--- src/rtl/s2q_pkg.sv ---
package s2q_pkg;

    localparam int RAIL_N  = 4;
    localparam int DIGIT_W = 2;

    typedef enum logic [1:0] {
        PH_IDLE    = 2'd0,
        PH_DRIVE   = 2'd1,
        PH_RELEASE = 2'd2
    } phase_e;

    typedef struct packed {
        logic load;
        logic step;
        logic drive;
    } seq_ctl_t;

    function automatic logic [RAIL_N-1:0] digit_to_rails(input logic [DIGIT_W-1:0] d);
        return RAIL_N'(1) << d;
    endfunction

endpackage

--- src/rtl/s2q_ack_sync.sv ---
module s2q_ack_sync #(
    parameter int STAGES = 2
) (
    input  logic clk,
    input  logic rst,
    input  logic async_i,
    output logic sync_o
);
    logic [STAGES-1:0] chain_q;

    genvar g;
    generate
        for (g = 0; g < STAGES; g++) begin : g_stage
            always_ff @(posedge clk) begin
                if (rst) begin
                    chain_q[g] <= 1'b0;
                end else if (g == 0) begin
                    chain_q[g] <= async_i;
                end else begin
                    chain_q[g] <= chain_q[(g == 0) ? 0 : g-1];
                end
            end
        end
    endgenerate

    assign sync_o = chain_q[STAGES-1];
endmodule

--- src/rtl/s2q_digit_shifter.sv ---
module s2q_digit_shifter
    import s2q_pkg::*;
#(
    parameter int WORD_W = 36
) (
    input  logic               clk,
    input  logic               rst,
    input  logic               load_i,
    input  logic               step_i,
    input  logic [WORD_W-1:0]  word_i,
    output logic [DIGIT_W-1:0] digit_o,
    output logic               last_o
);
    localparam int DIGITS = WORD_W / DIGIT_W;
    localparam int CNT_W  = $clog2(DIGITS + 1);

    logic [WORD_W-1:0] word_q;
    logic [CNT_W-1:0]  left_q;

    always_ff @(posedge clk) begin
        if (rst) begin
            word_q <= '0;
            left_q <= '0;
        end else if (load_i) begin
            word_q <= word_i;
            left_q <= CNT_W'(DIGITS);
        end else if (step_i) begin
            word_q <= word_q >> DIGIT_W;
            left_q <= left_q - 1'b1;
        end
    end

    assign digit_o = word_q[DIGIT_W-1:0];
    assign last_o  = (left_q == CNT_W'(1));


    count_range_chk: assert property (@(posedge clk) disable iff (rst)
        left_q <= CNT_W'(DIGITS));


    step_not_empty_chk: assert property (@(posedge clk) disable iff (rst)
        step_i |-> (left_q > CNT_W'(1)));
endmodule

--- src/rtl/s2q_phase_fsm.sv ---
module s2q_phase_fsm
    import s2q_pkg::*;
(
    input  logic     clk,
    input  logic     rst,
    input  logic     req_i,
    input  logic     ack_s_i,
    input  logic     last_i,
    output logic     gnt_o,
    output logic     busy_o,
    output seq_ctl_t ctl_o
);
    phase_e ph_q, ph_d;

    always_comb begin
        ph_d       = ph_q;
        ctl_o      = '0;
        ctl_o.drive = (ph_q == PH_DRIVE);
        unique case (ph_q)
            PH_IDLE: begin
                if (req_i) begin
                    ctl_o.load = 1'b1;
                    ph_d       = PH_DRIVE;
                end
            end
            PH_DRIVE: begin
                if (ack_s_i) ph_d = PH_RELEASE;
            end
            PH_RELEASE: begin
                if (!ack_s_i) begin
                    if (last_i) begin
                        ph_d = PH_IDLE;
                    end else begin
                        ctl_o.step = 1'b1;
                        ph_d       = PH_DRIVE;
                    end
                end
            end
            default: ph_d = PH_IDLE;
        endcase
    end

    always_ff @(posedge clk) begin
        if (rst) ph_q <= PH_IDLE;
        else     ph_q <= ph_d;
    end

    assign gnt_o  = (ph_q == PH_IDLE);
    assign busy_o = (ph_q != PH_IDLE);


    wait_low_chk: assert property (@(posedge clk) disable iff (rst)
        (ph_q == PH_RELEASE && ack_s_i) |=> (ph_q == PH_RELEASE));
endmodule

--- src/rtl/s2q_bridge.sv ---
module s2q_bridge
    import s2q_pkg::*;
#(
    parameter int WORD_W      = 36,
    parameter int SYNC_STAGES = 2
) (
    input  logic              clk,
    input  logic              rst,
    input  logic              req_i,
    input  logic [WORD_W-1:0] word_i,
    output logic              gnt_o,
    output logic              busy_o,
    output logic [RAIL_N-1:0] rail_o,
    input  logic              ack_i
);
    logic               ack_s;
    logic               last;
    logic [DIGIT_W-1:0] digit;
    seq_ctl_t           ctl;

    s2q_ack_sync #(.STAGES(SYNC_STAGES)) i_sync (
        .clk     (clk),
        .rst     (rst),
        .async_i (ack_i),
        .sync_o  (ack_s)
    );

    s2q_phase_fsm i_fsm (
        .clk     (clk),
        .rst     (rst),
        .req_i   (req_i),
        .ack_s_i (ack_s),
        .last_i  (last),
        .gnt_o   (gnt_o),
        .busy_o  (busy_o),
        .ctl_o   (ctl)
    );

    s2q_digit_shifter #(.WORD_W(WORD_W)) i_shift (
        .clk     (clk),
        .rst     (rst),
        .load_i  (ctl.load),
        .step_i  (ctl.step),
        .word_i  (word_i),
        .digit_o (digit),
        .last_o  (last)
    );

    assign rail_o = ctl.drive ? digit_to_rails(digit) : '0;


    rails_onehot_chk: assert property (@(posedge clk) disable iff (rst)
        $onehot0(rail_o));


    digit_hold_chk: assert property (@(posedge clk) disable iff (rst)
        (rail_o != '0 && !ack_s) |=> (rail_o == $past(rail_o)));


    neutral_after_ack_chk: assert property (@(posedge clk) disable iff (rst)
        (rail_o != '0 && ack_s) |=> (rail_o == '0));


    take_word_chk: assert property (@(posedge clk) disable iff (rst)
        (req_i && gnt_o) |=> (busy_o && !gnt_o && rail_o != '0));
endmodule

--- config.mk ---
export PLATFORM = sky130hd
export DESIGN_NAME = s2q_bridge
export DESIGN_NICKNAME = d
export VERILOG_FILES = /design/src/rtl/s2q_pkg.sv /design/src/rtl/s2q_ack_sync.sv /design/src/rtl/s2q_digit_shifter.sv /design/src/rtl/s2q_phase_fsm.sv /design/src/rtl/s2q_bridge.sv
export SDC_FILE = /design/constraint.sdc
export NUM_CORES = 1
export LEC_CHECK = 0
export BUFFER_PORTS_ARGS = -buffer_cell sky130_fd_sc_hd__buf_4
export CAP_MARGIN = 40
export CORE_MARGIN = 3
export CORE_UTILIZATION = 30
export CTS_CLUSTER_SIZE = 28
export DETAILED_ROUTE_END_ITERATION = 10
export GPL_TIMING_DRIVEN = 0
export PLACE_DENSITY_LB_ADDON = 0.2
export SYNTH_ARGS = -nofsm -noshare
export SYNTH_HDL_FRONTEND = slang
export SYNTH_HIERARCHICAL = 1
export SYNTH_SLANG_ARGS = --single-unit
export TNS_END_PERCENT = 1
--- constraint.sdc ---
create_clock -name clk -period 2.7 [get_ports clk]
set_clock_uncertainty 0.1 [all_clocks]
set_input_delay 0.405 -clock clk [delete_from_list [all_inputs] [get_ports clk]]
set_output_delay 0.405 -clock clk [all_outputs]
set_load 0.1 [all_outputs]
==> metrics.md <==
| Metric | Value |
|---|---|
| Outcome | complete, no violations |
| CTS tree | yes |
| Hold_ws | between 0.2 and 0.25 ns |
| CP top delay family | simple AND/OR/NAND/NOR gates |
| CP max FO | 10 |
| # hold bufs at CTS | 0 |
| Yosys top cell area share | 0.4167 |
| Dpl cell area | ~2600 um^2 |
| Sequential share of the synthesized area | 0.4167 |
| Distinct cells, synth | 33 |
| Number of global-route vias before repair | around 1,700 |
| Overflow after GRT | 0 |
| Slowest-stage cell, CP | dfxtp_1 |
| Tmin final | approximately 2.1 ns |
| Cells after synthesis | 246 |
| Worst setup slack after placement | approximately 0.6 ns |
| Die H | 90.90 um |
| Fill cells | ~740 |
| Die ar. | a little over 8000 um^2 |
| Delay of the slowest critical-path stage | about 0.41 ns |
| Routed vias/inst | about 4.4 |
| Prevailing post-synth register cell | dfxtp_1 |
| Worst setup SP type | register |
| Starting DRC count in detailed routing | 72 |
| # rows | 30 |
| Pwr Density | around 540 nW/um^2 |
| First-pass GRT wire length | a little under 8 mm |
| Clock-pin slew on the worst setup and hold paths | about 0.08 ns |
| Footprint of the multi-input gates | 1120 um^2 |
| Detailed Place HPWL | roughly 3.3 mm |
| Mapped Nets | 288 |
| Synth cell count leaders | 69 x nand2_1, 45 x dfxtp_1, 37 x a21oi_1 |
| CTS Buf Count | 5 |
| Pleak | 1.130 nW |
| Initial Util | 0.3130 |
| Root Buffer | clkbuf_8 |
| Final-report setup violation count | 0 |
| Hold Path Class | in -> reg |
| Synth Cell Area | 2162 um^2 |
| Final ANT Viol Nets | 0 |
| Final wirelength | between 4 and 5 mm |
| # clock sinks | 45 |
| Final worst-path setup slack | ~0.60 ns |
| Final Hold Viols | 0 |
| Top-count cell post-synth | nand2_1 |
| Synthesized area per cell | roughly 8.8 um^2 |
| CP Cell Sequence | inv_1, ha_1, nor4b_1, nor3_1, buf_6, buf_4, mux2_2, nand2_1, a21oi_1 |
| Area leader, netlist | dfxtp_1 |
| CTS H-tree depth | 2 |
| Setup TNS | 0 ns |
| CP bufs+invs | 3 |
| Synth-to-layout area growth | 26.85% |
| Slew @ Worst Pin | 0.4674 ns |
| Layout cells sized above 1 | 0.3612 |
| Ant. Diodes | 0 |
| Clock buffer depth | 2 |
| Routed WL per cell | 11.62 um |
| Number of synthesized flops with an enable pin | 0 |
| # port buffers | 45 |
| Drt drc | 0 |
| Slew headroom | 0.6884 |
| Arrival @ worst endpoint | about 2.2 ns |
| DR vias | 1,740 |
| Synth area leaders | dfxtp_1 42%, mux2_2 18%, nand2_1 12% |
| Initial antenna violation count | 0 |
| Final Core Density | 0.3971 |
| GRT Util Overall | 0.1186 |
| Post-synth ARST share | 0 |
| Final GP Congestion | ~0.77 |
| Die X | around 91 um |
| Largest net degree at the start of global routing | 15 |
| Critical setup path kind | reg -> reg |
| Worst Setup End Kind | register |
| CTS resizes | 0 |
| Final period util | 0.7787 |
| Clock Latency Late Sink | approximately 0.29 ns |
| Pre-antenna DRT Iters | 4 |
| Area of the core | 6907 um^2 |
| RSZ-0062 raised after global routing | false |
| Max Cap Viol | 0 |
| Slew Limit Fails | 0 |
| Post-synthesis register bit count | between 40 and 50 |
| Seq. cell area | around 900 um^2 |
| Layout Nets | between 300 and 400 |
| Post-CTS Setup Bufs | 0 |
| Req. time, crit path | ~2.8 ns |
| F_max | approximately 480 MHz |
| Cell area after layout | roughly 2700 um^2 |
| I/O pin cnt | 46 |
| Maximum VDD drop | around 0.19 mV |
| Yosys Warn Count | 6 |
-- power by group --
part           switching [mW]  internal [mW]
Clock                   0.223          0.301
Combinational           0.130          0.111
Sequential             0.0202          0.702
-- flip-flops by register name, summed over array words and instances (netlist names) --
signal / flops
i_shift/word_q: 36
i_sync/sync_o: 1
i_shift/left_q: 5
i_fsm/ph_q: 2
i_sync/chain_q: 1
-- path summary, 6_finish.rpt --
| path | startpoint | to | slack, ns | depth (start not counted) |
|---|---|---|---|---|
| max | i_shift/left_q[1] | i_shift/word_q[5] | 0.60 | 9 |
| min | rst | i_sync/sync_o | 0.21 | 2 |
| max reg2reg | i_shift/left_q[1] | i_shift/word_q[5] | 0.60 | 9 |
| min reg2reg | i_sync/chain_q[0] | i_sync/sync_o | 0.34 | 1 |
-- layout make-up --
| cell class | count | area share |
|---|---|---|
| multi-input cells | 175 | 0.4083 |
| repair buffers | 45 | 0.1232 |
| clock buffers | 6 | 0.03011 |
| inverters | 5 | 0.006843 |
| plain buffers | 21 | 0.04562 |
| well taps | 96 | 0.04380 |
| clock inverters | 2 | 0.01369 |
| flip-flops and latches | 45 | 0.3285 |
-- cell usage in the layout (no fill, tap or decap), types with 2 or more instances in the layout --
cell,count
a21oi_1,37
and3b_1,2
buf_2,4
buf_4,50
buf_6,3
clkbuf_1,9
clkbuf_8,6
dfxtp_1,45
ha_1,2
inv_1,4
mux2_2,34
nand2_1,69
nor2_1,2
nor2b_1,2
nor3_1,4
nor3b_1,2
o31ai_1,2
or4_1,2
xnor2_1,2
-- metrics by stage --
stage | std cells | power, mW
after floorplan | 246 | 0.8946
after detailed placement | 387 | 0.9813
after global placement | 387 | 0.9782
after global routing | 395 | 1.570
final | 395 | 1.486
after CTS | 395 | 1.517
-- kinds of logic (layout without fill, tap and decap cells) --
| group | count (synthesis) | after routing | share of synthesized area |
|---|---|---|---|
| AO/OA/AOI/OAI | 41 | 41 | 0.09780 |
| flip-flops | 45 | 45 | 0.4167 |
| XOR/XNOR | 3 | 3 | 0.01215 |
| AND/OR/NAND/NOR | 94 | 94 | 0.2135 |
| adder cells (fa/ha/maj) | 2 | 2 | 0.01157 |
| multiplexers | 35 | 35 | 0.1817 |
| buffers and inverters | 26 | 79 | 0.06655 |
-- per-layer routing --
layer,vias to the layer above,GRT usage,part of all wire
li1,923,-,-
met1,772,0.1546,0.47
met2,41,0.1822,0.45
met3,4,0.03583,0.055
met4,0,0.04899,0.016
met5,-,0,0
(Power assumes the default switching activity.)
